===== src/rtl/sba_pkg.sv =====
package sba_pkg;

    typedef enum logic [2:0] {
        ST_CPU,
        ST_HOLD,
        ST_SYNC,
        ST_LOCAL,
        ST_PREEMPT,
        ST_DMA,
        ST_RELEASE
    } arb_state_e;

endpackage


===== src/rtl/sba_sync.sv =====
module sba_sync #(
    parameter int STAGES = 2
) (
    input  logic clk,
    input  logic rst_n,
    input  logic d,
    output logic q
);

    logic [STAGES-1:0] sr;

    for (genvar i = 0; i < STAGES; i++) begin : g_stage
        if (i == 0) begin : g_first
            always_ff @(posedge clk or negedge rst_n) begin
                if (!rst_n) sr[i] <= 1'b0;
                else        sr[i] <= d;
            end
        end else begin : g_next
            always_ff @(posedge clk or negedge rst_n) begin
                if (!rst_n) sr[i] <= 1'b0;
                else        sr[i] <= sr[i-1];
            end
        end
    end

    assign q = sr[STAGES-1];

endmodule


===== src/rtl/sba_rr_pick.sv =====
module sba_rr_pick #(
    parameter int NUM = 3,
    localparam int IW = (NUM > 1) ? $clog2(NUM) : 1
) (
    input  logic [NUM-1:0] cand,
    input  logic [IW-1:0]  start,
    output logic           hit,
    output logic [IW-1:0]  idx
);

    // Walk offsets from farthest to nearest so the nearest candidate wins.
    always_comb begin
        hit = 1'b0;
        idx = '0;
        for (int off = NUM - 1; off >= 0; off--) begin
            logic [IW-1:0] p;
            p = IW'((int'(start) + off) % NUM);
            if (cand[p]) begin
                hit = 1'b1;
                idx = p;
            end
        end
    end

endmodule


===== src/rtl/sysbus_arbiter.sv =====
module sysbus_arbiter
    import sba_pkg::*;
#(
    parameter int NUM_LM      = 3,
    parameter int SYNC_STAGES = 2
) (
    input  logic              clk,
    input  logic              rst_n,
    input  logic [NUM_LM-2:0] lm_set_en,
    input  logic [NUM_LM-1:0] lm_req_n,
    output logic [NUM_LM-1:0] lm_gnt_n,
    output logic              cpu_hold,
    input  logic              cpu_hlda,
    input  logic              dma_hreq,
    output logic              dma_grant,
    input  logic              rfsh_req,
    output logic              rfsh_ok
);

    localparam int IW = (NUM_LM > 1) ? $clog2(NUM_LM) : 1;
    localparam logic [IW-1:0] LAST_SET = IW'(NUM_LM - 1);

    arb_state_e        state, state_nxt;
    logic [IW-1:0]     owner, owner_nxt;
    logic [IW-1:0]     rr_ptr, rr_ptr_nxt;
    logic [IW-1:0]     owner_inc;
    logic [NUM_LM-1:0] set_on;
    logic [NUM_LM-1:0] elig;
    logic              multi;
    logic              dma_s;
    logic              pick_hit, adv_hit;
    logic [IW-1:0]     pick_idx, adv_idx;
    logic [IW-1:0]     ptr_after;

    // Set 0 is always on; the others follow their enable bits.
    assign set_on    = {lm_set_en, 1'b1};
    assign elig      = set_on & ~lm_req_n;
    assign multi     = |lm_set_en;
    assign owner_inc = (owner == LAST_SET) ? '0 : owner + 1'b1;
    assign ptr_after = adv_hit ? adv_idx : '0;

    sba_sync #(.STAGES(SYNC_STAGES)) u_dma_sync (
        .clk   (clk),
        .rst_n (rst_n),
        .d     (dma_hreq),
        .q     (dma_s)
    );

    // Next owner among requesting, enabled sets.
    sba_rr_pick #(.NUM(NUM_LM)) u_pick (
        .cand  (elig),
        .start (rr_ptr),
        .hit   (pick_hit),
        .idx   (pick_idx)
    );

    // Next enabled set after the current owner, for the pointer update.
    sba_rr_pick #(.NUM(NUM_LM)) u_adv (
        .cand  (set_on),
        .start (owner_inc),
        .hit   (adv_hit),
        .idx   (adv_idx)
    );

    always_ff @(posedge clk or negedge rst_n) begin
        if (!rst_n) begin
            state  <= ST_CPU;
            owner  <= '0;
            rr_ptr <= '0;
        end else begin
            state  <= state_nxt;
            owner  <= owner_nxt;
            rr_ptr <= rr_ptr_nxt;
        end
    end

    always_comb begin
        state_nxt  = state;
        owner_nxt  = owner;
        rr_ptr_nxt = rr_ptr;
        unique case (state)
            ST_CPU: begin
                if (dma_s || (pick_hit && !rfsh_req)) state_nxt = ST_HOLD;
            end
            ST_HOLD: begin
                if (cpu_hlda) begin
                    if (dma_s) begin
                        state_nxt = ST_DMA;
                    end else if (pick_hit) begin
                        owner_nxt = pick_idx;
                        state_nxt = multi ? ST_SYNC : ST_LOCAL;
                    end else begin
                        state_nxt = ST_RELEASE;
                    end
                end
            end
            ST_SYNC: begin
                state_nxt = dma_s ? ST_HOLD : ST_LOCAL;
            end
            ST_LOCAL: begin
                if (dma_s) begin
                    state_nxt = ST_PREEMPT;
                end else if (lm_req_n[owner]) begin
                    rr_ptr_nxt = ptr_after;
                    state_nxt  = ST_HOLD;
                end
            end
            ST_PREEMPT: begin
                if (lm_req_n[owner]) begin
                    rr_ptr_nxt = ptr_after;
                    state_nxt  = dma_s ? ST_DMA : ST_HOLD;
                end
            end
            ST_DMA: begin
                if (!dma_s) state_nxt = ST_HOLD;
            end
            ST_RELEASE: begin
                if (!cpu_hlda) state_nxt = ST_CPU;
            end
            default: state_nxt = ST_CPU;
        endcase
    end

    always_comb begin
        lm_gnt_n  = '1;
        dma_grant = 1'b0;
        cpu_hold  = 1'b1;
        rfsh_ok   = 1'b0;
        unique case (state)
            ST_CPU: begin
                cpu_hold = 1'b0;
                rfsh_ok  = rfsh_req && !dma_s;
            end
            ST_LOCAL: begin
                lm_gnt_n[owner] = 1'b0;
                rfsh_ok         = rfsh_req && !dma_s;
            end
            ST_DMA:     dma_grant = 1'b1;
            ST_RELEASE: cpu_hold  = 1'b0;
            default:    cpu_hold  = 1'b1;
        endcase
    end

endmodule


===== config.mk =====
export PLATFORM = sky130hd
export DESIGN_NAME = sysbus_arbiter
export DESIGN_NICKNAME = d
export VERILOG_FILES = /design/src/rtl/sba_pkg.sv /design/src/rtl/sba_sync.sv /design/src/rtl/sba_rr_pick.sv /design/src/rtl/sysbus_arbiter.sv
export SDC_FILE = /design/constraint.sdc
export NUM_CORES = 1
export LEC_CHECK = 0
export CAP_MARGIN = 20
export CORE_MARGIN = 10
export CORE_UTILIZATION = 48
export DETAILED_ROUTE_END_ITERATION = 10
export PLACE_DENSITY_LB_ADDON = 0.25
export RECOVER_POWER = 50
export SKIP_LAST_GASP = 1
export SLEW_MARGIN = 15
export SYNTH_ARGS = -nofsm -noshare
export SYNTH_HDL_FRONTEND = slang
export SYNTH_SLANG_ARGS = --single-unit

===== constraint.sdc =====
create_clock -name clk -period 2.9 [get_ports clk]
set_input_delay 0.58 -clock clk [delete_from_list [all_inputs] [get_ports clk]]
set_output_delay 0.58 -clock clk [all_outputs]
set_load 0.01 [all_outputs]

Word level (Yosys, flattened, before mapping)
Index checks and enable logic that the tools add are counted.
{"block": "totals", "ff_bits": 9, "in_bits": 10, "out_inout_bits": 6, "word_cells": 106}
{"block": "op_classes", "add_sub_neg": 5, "div": 6, "n_lt_le_gt_ge": 8, "n_eq_ne": 14, "mux": 50, "bitwise": 4, "reduce_logical": 14}
{"operator": "$mod 32x3->32 const B", "count": 4}
{"operator": "$mod 3x3->32 const B", "count": 2}
{"operator": "$mux 3", "count": 11}
{"operator": "$mux 2", "count": 11}
{"operator": "$lt 2x3->1 const B", "count": 7}
{"operator": "$pmux 3 s7", "count": 1}
{"operator": "$mux 1", "count": 18}
{"operator": "$bmux 1 s2", "count": 7}
{"operator": "$ne 2x2->1 const B", "count": 6}
{"operator": "$eq 3x3->1 const B", "count": 3}
{"operator": "$add 2x1->3 const B", "count": 2}
{"operator": "$add 2x2->3 const B", "count": 2}
{"operator": "$eq 3x2->1 const B", "count": 2}
{"operator": "$not 3->3", "count": 2}
{"operator": "$reduce_and 6->1", "count": 1}
{"operator": "$reduce_or 2->1", "count": 3}
{"operator": "$pmux 2 s2", "count": 1}
{"operator": "$reduce_and 4->1", "count": 1}
{"operator": "$and 3x3->3", "count": 1}
{"operator": "$eq 3x1->1 const B", "count": 1}
{"operator": "$logic_and 1x1->1", "count": 3}
{"operator": "$logic_not 3->1", "count": 1}
{"operator": "$ne 3x2->1 const B", "count": 1}
{"operator": "$add 2x1->2 const B", "count": 1}
{"operator": "8 further kinds", "count": 9}

Longest topological paths before layout
Gate-level depths: netlist of the first run.
{"block": "logic_depth", "word_depth": 13, "ltp_mapped": 8, "depth_no_buf": 7}

Modules after synthesis
Synthesis of the first run repeated with hierarchy kept, for this count alone.
{"block": "unflattened", "hier_cells": 126, "hier_area_um2": 1049.8}
{"mod": "sysbus_arbiter", "instances": 1, "cells_each": 70, "area_per_inst_um2": 616.8, "seq_area_each_um2": 175.2}
{"mod": "sba_rr_pick", "instances": 2, "cells_each": 27, "area_per_inst_um2": 191.4, "seq_area_each_um2": 0.0}
{"mod": "sba_sync", "instances": 1, "cells_each": 2, "area_per_inst_um2": 50.0, "seq_area_each_um2": 50.0}

Worst setup path after synthesis of the first run
OpenSTA, ideal clock, no wires.
{"block": "synth_timing", "path_kind": "flip-flop to flip-flop", "start": "register rr_ptr[0]", "end": "register owner[0]", "setup_time_ps": 128, "arrival_time_ps": 1966, "required_time_ps": 2772, "path_slack_ps": 806, "path_stages_with_launch": 9, "path_buffers": 1, "period_less_slack_ps": 2094, "cell_sequence": "dfrtp_1 -> inv_1 -> ha_1 -> buf_6 -> or3b_1 -> a221o_1 -> o2111ai_2 -> nand2b_2 -> mux2_1"}
{"block": "synth_via", "elab_chain_len": 8, "word_cells_on_any_way": 18, "classes_between": "2 x add/sub; 3 x div; 12 x mux; 1 x reduce/logical"}
{"element": "start: declaration", "line_no": "sysbus_arbiter.sv:25", "source": "logic [IW-1:0] rr_ptr, rr_ptr_nxt;"}
{"element": "start signal: assignment", "line_no": "sysbus_arbiter.sv:73", "source": "rr_ptr <= rr_ptr_nxt;"}
{"element": "$add 2x2->3", "line_no": "sba_rr_pick.sv:17", "source": "p = IW'((int'(start) + off) % NUM);"}
{"element": "$mod 32x3->32", "line_no": "sba_rr_pick.sv:17"}
{"element": "$bmux 1 s2", "line_no": "sba_rr_pick.sv:18", "source": "if (cand[p]) begin"}
{"element": "$mux 1 (implied by the code)", "line_no": "sba_rr_pick.sv:18"}
{"element": "$mux 1 (3 in series)", "line_no": "sba_rr_pick.sv:18"}
{"element": "$reduce_and 4->1 (no line)"}
{"element": "end signal: assignment", "line_no": "sysbus_arbiter.sv:72", "source": "owner <= owner_nxt;"}
{"element": "end: declaration", "line_no": "sysbus_arbiter.sv:24", "source": "logic [IW-1:0] owner, owner_nxt;"}
Several ways; a longest one is shown, not always the timed one. The select of a mux whose other input is x is not followed.
A chain may end at the register's enable or synchronous reset.

Worst setup path in the final report of the first run
{"block": "layout_timing", "start": "register state[0]", "end": "output port lm_gnt_n[0]"}
{"block": "layout_via", "elab_chain_len": 2}
{"element": "start: declaration", "line_no": "sysbus_arbiter.sv:23", "source": "arb_state_e state, state_nxt;"}
{"element": "start signal: assignment", "line_no": "sysbus_arbiter.sv:71", "source": "state <= state_nxt;"}
{"element": "$eq 3x2->1", "line_no": "sysbus_arbiter.sv:129", "source": "unique case (state)"}
{"element": "$mux 3", "line_no": "sysbus_arbiter.sv:129"}
{"element": "end: declaration", "line_no": "sysbus_arbiter.sv:11", "source": "output logic [NUM_LM-1:0] lm_gnt_n,"}
Every way passes these cells.

==> impl_results.md, run 1 <==
* Status: completed
* R2R setup slack at 0.69 ns
* Sw frac at 44.44%
* Final period utilization at 85.96%
* CTS tree: built
* Hold crit path type: flip-flop to flip-flop
* Area of the multi-input gates at 565.5 µm²
* Vias per Instance at 5.846
* P_leak at 0.3932 nW
* Internal Pwr Total at 0.0005039 W
* Tmin final at 2.493 ns
* Chip Width at 61.82 µm
* Crit-path max cell delay at 0.49 ns
* Number of setup buffers added after CTS at 0
* Ports at 16
* Iter 0 DRT Violations at 13
* Post-synth EDFFs at 0
* Pwr per Cell Area at 893.8 mW/mm²
* Synth Instances at 99
* Setup_tns at 0 ns
* Largest net degree at the start of global routing at 18
* Row count at 15
* Starting Density at 49.70%
* Maxcap violations at 0
* CTS Sinks at 9
* Skew-Pair Late Insertion Delay at 0.25 ns
* Total net switching power at 0.0004031 W
* Worst slew pin tran at 0.5245 ns
* Nets at 128
* Critical path class: flip-flop to output port
* CP Capture Type: output port
* Maximum clock path buffer count at 2
* Final Hold Vio Count at 0
* Post-synth top area share at 26.83%
* Mapped cell area at 839.6 µm²
* Wire length per cell at 14.24 µm
* Remaining Overflow, GRT at 0
* Post-synthesis register bit count at 9
* Layout cells sized above 1 at 9.735%
* Crit-path slowest cell: clkdlybuf4s50_1
* DRC violations left at 0
* Dominant synthesized flop cell: dfrtp_1
* Synth area leader: dfrtp_1
* Final setup violation count at 0
* Syn nets at 113
* Fillers at 155
* Detailed Routing Iterations Pass 1 at 4
* DPL Wire Length at 1413 µm
* Total track usage at 10.05%
* Die Y at 61.82 µm
* H-tree depth at 1
* Post-synthesis sequential area ratio at 26.83%
* Combinational power share at 63.1%
* Top cells by area, synth: dfrtp_1, ha_1, nand2b_1, mux2_1, nor3b_1
* Port bufs at 15
* Commonest non-fill, non-tap cell in the layout: clkdlybuf4s50_1
* Peak VDD IR at 0.0006098 V
* Clock Skew at 0.0005368 ns
* Core area at 0.001689 mm²
* Vias in the first global route at 651
* Drt total wl at 1851 µm
* Num CTS Buffers at 3
* Clock Power Share at 10.0%
* CP required at 2.32 ns
* Layout area overhead at 20.86%
* Slew Limit Headroom at 65.03%
* Sequential Power Share at 26.9%
* Final instance area at 0.001015 mm²
* FF/Latch Area at 225.2 µm²
* F_max at 401.1 MHz
* CP arrival at 1.91 ns
* Via Count at 760
* DIE AREA at 0.003822 mm²
* Ant. Diodes at 0
* First-pass GRT wire length at 3008 µm
* Crit-path cells: nor2b_1, nand2_1, or3_1, clkdlybuf4s50_1
* RSZ-0062 raised after global routing: no
* Post_cts resized at 0
* Synth warn at 0
* Clock root cell: clkbuf_4
* Peak fanout along the critical path at 8
* Initial antenna violation count at 0
* GP Congestion at 0.8693
* Hold-fix buffers, CTS at 0
* Post-route ant nets at 0
* Placed Area at 988.4 µm²
* Avg Cell Area, Syn at 8.480 µm²
* Final Slew Violations at 0
* Cell variety after synth at 43
* Clk slew on worst S/H paths at 0.06 ns
* Most frequent cells in the layout: clkdlybuf4s50_1, dfrtp_1, nand2_1
* Ys async rst share at 100.0%
* Setup crit start kind: flip-flop
-- path summary, 6_finish.rpt --
kind | startpoint | endpoint | cells past startpoint
max | state[0] | lm_gnt_n[0] | 4
min | u_dma_sync.sr[0] | u_dma_sync.q | 0
max reg2reg | rr_ptr[0] | owner[1] | 7
min reg2reg | u_dma_sync.sr[0] | u_dma_sync.q | 0
max in group asynchronous | rst_n | owner[0] | 1
min in group asynchronous | rst_n | state[0] | 1
-- layout make-up --
type,count,share of cell area (%)
clock buffer,4,2.589
inverter,5,1.850
multi-input combinational,79,55.73
sequential,9,22.19
tap,17,2.096
timing repair buffer,16,15.54
-- power by group through the flow --
stage	sequential, W	clock, W	combinational [W]
after floorplan	0.000209	0	0.000484
after global placement	0.000243	0	0.000562
after detailed placement	0.000246	0	0.000568
after CTS	0.000244	0.0000962	0.000570
after global routing	0.000256	0.000107	0.000635
final	0.000244	0.0000907	0.000572
-- synth_stat cells, drive strengths merged (2+ instances only) --
cell,instances
mux2,4
dfrtp,9
nand2,7
clkbuf,5
nor3b,4
o21ai,4
ha,4
nor4b,2
nand2b,8
or3b,3
a21oi,5
nand3,2
a221o,3
a31oi,2
inv,4
nor2b,2
nor4,2
mux2i,2
o22ai,4
and2,2
nor2,5
-- per-layer routing --
metal / track usage (%) / up-vias / share of wire [%] / routed length [µm]
li1: - / 395 / - / -
met1: 14.25 / 346 / 51 / 952
met2: 14.49 / 19 / 40 / 737
met3: 2.846 / 0 / 8.7 / 161
met4: 2.229 / 0 / 0 / 0
met5: 0 / - / 0 / 0
-- sequential cells by signal, indices dropped and copies added, names as in the netlist --
| signal | count |
|---|---|
| u_dma_sync.sr | 1 |
| rr_ptr | 2 |
| owner | 2 |
| u_dma_sync.q | 1 |
| state | 3 |
-- cells by family after synthesis --
logic type      count (synthesis)  share of synthesized area [%]
fa+ha+maj                       4                          5.961
flops                           9                          26.83
mux                             6                          7.749
compound gates                 25                          21.01
simple gates                   43                          31.60
buf+inv                        11                          5.811
xor+xnor                        1                          1.043
-- critical path: cells and delay by family, from the launching register on --
family	cells	cell delay (ns)
flops	1	0.48
buf+inv	1	0.49
simple gates	3	0.70
-- through the flow --
stage,std cells,worst slack [ns],util [%],total power (W),hold slack [ns]
finish,130,0.4070,60.07,0.0009070,0.3536
global route,130,0.2371,60.07,0.0009975,0.3795
CTS,130,0.3965,60.07,0.0009103,0.3572
detailed placement,126,0.4192,58.52,0.0008141,0.3436
global placement,126,0.4676,58.52,0.0008042,0.3334
floorplan,99,0.8064,-,0.0006934,0.2844
No activity file was read; power rests on OpenSTA's default activity.
==> inputs of run 2 (changes only) <==
- MAX_ROUTING_LAYER: unset -> met4
==> run 2 against run 1 <==
- utilization unchanged
- power about the same
- die area unchanged
- global-route usage up 0.27 points
- via count unchanged
- worst hold slack better by 0.00057 ns
- register-to-register slack about the same
- setup slack about the same
- first-iteration DRC count unchanged
- sequential power about the same
- largest power group unchanged
==> impl_results.md, run 2 (synthesis gave the netlist of run 1 again) <==
* Status: completed
* Final Hold Vio Count at 0 (unchanged)
* Total track usage at 10.32% (+0.27 points)
* Num CTS Buffers at 3 (unchanged)
* Post-route ant nets at 0 (unchanged)
* Commonest non-fill, non-tap cell in the layout: clkdlybuf4s50_1
* Peak fanout along the critical path at 8 (unchanged)
* Layout cells sized above 1 at 9.735% (unchanged)
* Placed cell count at 126 (unchanged)
* Hold-fix buffers, CTS at 0 (unchanged)
* Post-route setup slack at 0.4070 ns (-0.00007800 ns)
* Iter 0 DRT Violations at 13 (unchanged)
* Layout area overhead at 20.86% (unchanged)
* Via Count at 760 (unchanged)
* DRC violations left at 0 (unchanged)
* Detailed Routing Iterations Pass 1 at 4 (unchanged)
* Peak VDD IR at 0.0006091 V (-0.11%)
* RSZ-0062 raised after global routing: no
* Post-place setup slack at 0.4192 ns (unchanged)
* Maximum clock path buffer count at 2 (unchanged)
* Biggest regs: state x3, owner x2, rr_ptr x2
* Crit-path slowest cell: clkdlybuf4s50_1
* Final setup violation count at 0 (unchanged)
* Most frequent cells in the layout: clkdlybuf4s50_1, dfrtp_1, nand2_1
* F_max at 401.1 MHz (about the same)
* Skew-Pair Late Insertion Delay at 0.25 ns (about the same)
* Number of setup buffers added after CTS at 0 (unchanged)
* Largest net degree at the start of global routing at 18 (unchanged)
* Final Slew Violations at 0 (unchanged)
* Chip Width at 61.82 µm (unchanged)
* Post_cts resized at 0 (unchanged)
* First-pass GRT wire length at 3008 µm (unchanged)
* Most flop-heavy register: state
* Vias per Instance at 5.846 (unchanged)
* Wire length per cell at 14.23 µm (about the same)
* CP Capture Type: output port
* Slew Limit Headroom at 65.05% (about the same)
* Setup_tns at 0 ns (unchanged)
* Initial antenna violation count at 0 (unchanged)
* Crit-path cells: nor2b_1, nand2_1, or3_1, clkdlybuf4s50_1
* GP Congestion at 0.8833 (+1.6%)
* H-tree depth at 1 (unchanged)
* Clock root cell: clkbuf_4
* Core area at 0.001689 mm² (unchanged)
* DIE AREA at 0.003822 mm² (unchanged)
* DPL Wire Length at 1413 µm (unchanged)
* CP required at 2.32 ns (about the same)
* Starting Density at 49.70% (unchanged)
* Remaining Overflow, GRT at 0 (unchanged)
* CTS Sinks at 9 (unchanged)
* Crit-path max cell delay at 0.49 ns (about the same)
* Ant. Diodes at 0 (unchanged)
* Max reg flops at 3 (unchanged)
* Port bufs at 15 (unchanged)
* Hold crit path type: flip-flop to flip-flop
* Worst slew pin tran at 0.5243 ns (-0.0002346 ns)
* Setup crit start kind: flip-flop
* CP arrival at 1.91 ns (about the same)
* Nets at 128 (unchanged)
* Non-Filler Instances at 130 (unchanged)
* Pwr per Cell Area at 893.5 mW/mm² (about the same)
* Die Y at 61.82 µm (unchanged)
* Clk slew on worst S/H paths at 0.06 ns (about the same)
* Tmin final at 2.493 ns (+0.00007800 ns)
* Fillers at 155 (unchanged)
* Drt total wl at 1850 µm (about the same)
* Critical path class: flip-flop to output port
* Maxcap violations at 0 (unchanged)
* Ports at 16 (unchanged)
* CTS tree: built
* P_leak at 0.3932 nW (unchanged)
* Clock Skew at 0.0008030 ns (+0.0002662 ns)
* Row count at 15 (unchanged)
* Vias in the first global route at 654 (+0.46%)
* Final period utilization at 85.97% (about the same)
[run 2: cell counts in the layout (fill, tap and decap cells not counted)]
Identical to the previous run, type by type.
[run 2: cell type report]
class                      count  area [µm²]  area share [%]
timing repair buffer          16       157.7           15.54
inverter                       5       18.77           1.850
sequential                     9       225.2           22.19
tap                           17       21.27           2.096
multi-input combinational     79       565.5           55.73
clock buffer                   4       26.28           2.589
[run 2: worst paths after layout]
kind / start / to / slack (ns) / cells past startpoint
worst max-delay path: state[0] / lm_gnt_n[0] / 0.41 / 4
worst max register to register: rr_ptr[0] / owner[1] / 0.69 / 7
worst min-delay path: u_dma_sync.sr[0] / u_dma_sync.q / 0.35 / 0
max in group asynchronous: rst_n / owner[0] / 1.94 / 1
worst min register to register: u_dma_sync.sr[0] / u_dma_sync.q / 0.35 / 0
min in group asynchronous: rst_n / u_dma_sync.q / 0.69 / 1
[run 2: stage by stage]
stage	utilization, %	power [W]	instance area (µm²)	hold WS (ns)
after floorplan	-	0.0006934	839.6	0.2844
after global placement	58.52	0.0008042	988.4	0.3334
after detailed placement	58.52	0.0008141	988.4	0.3436
after CTS	60.07	0.0009103	1015	0.3572
after global routing	60.07	0.0009975	1015	0.3795
final	60.07	0.0009066	1015	0.3542
[run 2: layer usage]
layer / vias up / share of wire, % / GRT usage (%)
met5: - / 0 / -
met4: 0 / 0 / 2.229
met3: 0 / 7.9 / 2.439
met2: 19 / 40 / 14.49
met1: 346 / 52 / 14.49
li1: 395 / - / -
[run 2: report_power, final]
group	internal, W	switching [W]
Combinational	0.000282	0.000290
Sequential	0.000169	0.0000746
Clock	0.0000526	0.0000378
Total	0.000504	0.000403
[run 2: worst max-delay path: cells and delay by family (launching register included)]
family	cells	cell delay (ns)
simple gates	3	0.70
buf+inv	1	0.49
flops	1	0.48
==> inputs of run 3 (changes only) <==
- GPL_TIMING_DRIVEN: unset -> 0
- SKIP_LAST_GASP: 1 -> unset
- clock period: 2.9 -> 3.2 ns (I/O delays scaled with it)
==> run 3 against run 2 <==
- clock-buffer cell count decreased by 1
- setup slack got worse by 0.051 ns
- register-to-register slack improved by 0.25 ns
- first-iteration DRC count increased by 62%
- sequential power decreased by 18%
- routed wire length decreased by 0.16%
- non-clock buffer count increased by 5
==> impl_results.md, run 3 (synthesis gave the netlist of run 1 again) <==
* Via Count at 819 (+7.8%)
* Crit-path cells: clkbuf_1, clkbuf_1, xor2_1, nor4b_1, clkdlybuf4s50_1
* Crit-path most repeated cell: clkbuf_1
* Biggest regs: state x3, owner x2, rr_ptr x2
* Post_cts resized at 0 (unchanged)
* Drt total wl at 1847 µm (-0.16%)
* Core area at 0.001689 mm² (unchanged)
* Slew Limit Headroom at 72.43% (+7.4 points)
* Worst slew pin tran at 0.4135 ns (-0.1108 ns)
* Crit-path max cell delay at 0.59 ns (+0.10 ns)
* Vias per Instance at 6.067 (+3.8%)
* H-tree depth at 1 (unchanged)
* Layout cells sized above 1 at 10.17% (+0.43 points)
* Hold path startpoint: u_dma_sync.sr[0]
* Final Slew Violations at 0 (unchanged)
* Vias in the first global route at 680 (+4.0%)
* Port bufs at 15 (unchanged)
* Starting Density at 49.70% (unchanged)
* Clk slew on worst S/H paths at 0.06 ns (about the same)
* Ports at 16 (unchanged)
* Wire length per cell at 13.68 µm (-3.9%)
* Final instance area at 0.001039 mm² (+2.3%)
* CP arrival at 2.20 ns (+0.29 ns)
* P_leak at 0.4029 nW (+2.5%)
* Total track usage at 10.58% (+0.26 points)
* Max reg flops at 3 (unchanged)
* Setup_tns at 0 ns (unchanged)
* Most frequent cells in the layout: clkdlybuf4s50_1, dfrtp_1, nand2_1
* Peak fanout along the critical path at 10 (+2)
* Row count at 15 (unchanged)
* Most flop-heavy register: state
* Crit-path slowest cell: clkdlybuf4s50_1
* Min-Delay Endpoint: u_dma_sync.q
* Hold crit path type: flip-flop to flip-flop
* Status: completed
* Post-route ant nets at 0 (unchanged)
* Hold Crit Depth at 0 (unchanged)
* Initial antenna violation count at 0 (unchanged)
* Skew-Pair Late Insertion Delay at 0.26 ns (about the same)
* Largest net degree at the start of global routing at 11 (-7)
* Path depth of the worst reg2reg path at 8 (+1)
* DPL Wire Length at 1450 µm (+2.6%)
* DRC violations left at 0 (unchanged)
* Tmin final at 2.844 ns
* CP required at 2.56 ns (+0.24 ns)
* Maximum clock path buffer count at 2 (unchanged)
* R2R setup slack at 0.94 ns (+0.25 ns)
* Hold-fix buffers, CTS at 0 (unchanged)
* CP Capture Type: output port
* Ant. Diodes at 0 (unchanged)
* Maxcap violations at 0 (unchanged)
* Die Y at 61.82 µm (unchanged)
* Remaining Overflow, GRT at 0 (unchanged)
* Pwr per Cell Area at 822.9 mW/mm² (-7.9%)
* Final Hold Vio Count at 0 (unchanged)
* CTS Sinks at 9 (unchanged)
* Critical path class: flip-flop to output port
* Detailed Routing Iterations Pass 1 at 4 (unchanged)
* Layout area overhead at 23.70%
* Chip Width at 61.82 µm (unchanged)
* First-pass GRT wire length at 3063 µm (+1.8%)
* DIE AREA at 0.003822 mm² (unchanged)
* Placed Area at 0.001011 mm² (+2.3%)
* Commonest non-fill, non-tap cell in the layout: clkdlybuf4s50_1
* Clock root cell: clkbuf_4
* R2r startpoint: rr_ptr[0]
* Final period utilization at 88.88%
* F_max at 351.6 MHz
* Nets at 133 (+3.9%)
* Setup crit start kind: flip-flop
* Peak VDD IR at 0.0004861 V (-20%)
* Non-Filler Instances at 135 (+3.8%)
* CTS tree: built
* Final setup violation count at 0 (unchanged)
* GP Congestion at 0.9115 (+3.2%)
* Reg-to-Reg End: owner[1]
* Placed cell count at 131 (+4.0%)
* Clock Skew at 0.008830 ns (+0.008027 ns)
* RSZ-0062 raised after global routing: no
* Number of setup buffers added after CTS at 0 (unchanged)
* Iter 0 DRT Violations at 21 (+8)
* Num CTS Buffers at 3 (unchanged)
-- run 3: cell types whose count changed in the layout (fill, tap and decap cells not counted) --
| cell | delta |
|---|---|
| clkinv_2 | +1 |
| clkbuf_1 | +4 |
| buf_6 | +1 |
| buf_4 | -1 |
-- run 3: worst max path at each step --
stage	end	start	cells past startpoint	slack [ns]
floorplan	owner[0]	rr_ptr[0]	8	1.11
global placement	owner[0]	lm_set_en[1]	6	0.64
detailed placement	owner[1]	lm_set_en[1]	6	0.62
CTS	rfsh_ok	state[1]	5	0.37
global route	rfsh_ok	state[1]	5	0.14
finish	rfsh_ok	state[1]	5	0.36
-- run 3: worst max-delay path: cells and delay by family (launching register included) --
family / cells / cell delay, ns
XOR/XNOR: 1 / 0.12
buffers and inverters: 3 / 1.26
flip-flops: 1 / 0.32
AND/OR/NAND/NOR: 1 / 0.25
-- run 3: through the flow --
step | utilization [%] | hold slack, ns | total power, W | worst slack [ns]
after floorplan | - | 0.3312 | 0.0006284 | 1.106
after global placement | 59.85 | 0.3348 | 0.0007532 | 0.6359
after detailed placement | 59.85 | 0.3379 | 0.0007655 | 0.6235
after CTS | 61.48 | 0.3614 | 0.0008556 | 0.3656
after global routing | 61.48 | 0.3872 | 0.0009297 | 0.1447
final | 61.48 | 0.3606 | 0.0008546 | 0.3559
-- run 3: where the power goes --
part,total (W),internal [W],switching [W]
registers,0.000200,0.000154,0.0000463
clock network,0.0000838,0.0000459,0.0000379
logic,0.000571,0.000274,0.000296
-- run 3: area by class of cell --
| class | instances | area (µm²) |
|---|---|---|
| buffer | 6 | 30.03 |
| clock buffer | 3 | 22.52 |
| clock inverter | 1 | 5.005 |
| fill | 160 | 650.6 |
| inverter | 5 | 18.77 |
| multi-input combinational | 79 | 565.5 |
| sequential | 9 | 225.2 |
| tap | 17 | 21.27 |
| timing repair buffer | 15 | 150.1 |
-- run 3: routing by layer --
| metal | up-vias | track usage [%] | wire length (µm) |
|---|---|---|---|
| met4 | 0 | 2.866 | 0 |
| met1 | 381 | 14.60 | 913 |
| li1 | 404 | - | - |
| met3 | 0 | 3.049 | 185 |
| met5 | - | - | 0 |
| met2 | 34 | 14.49 | 748 |
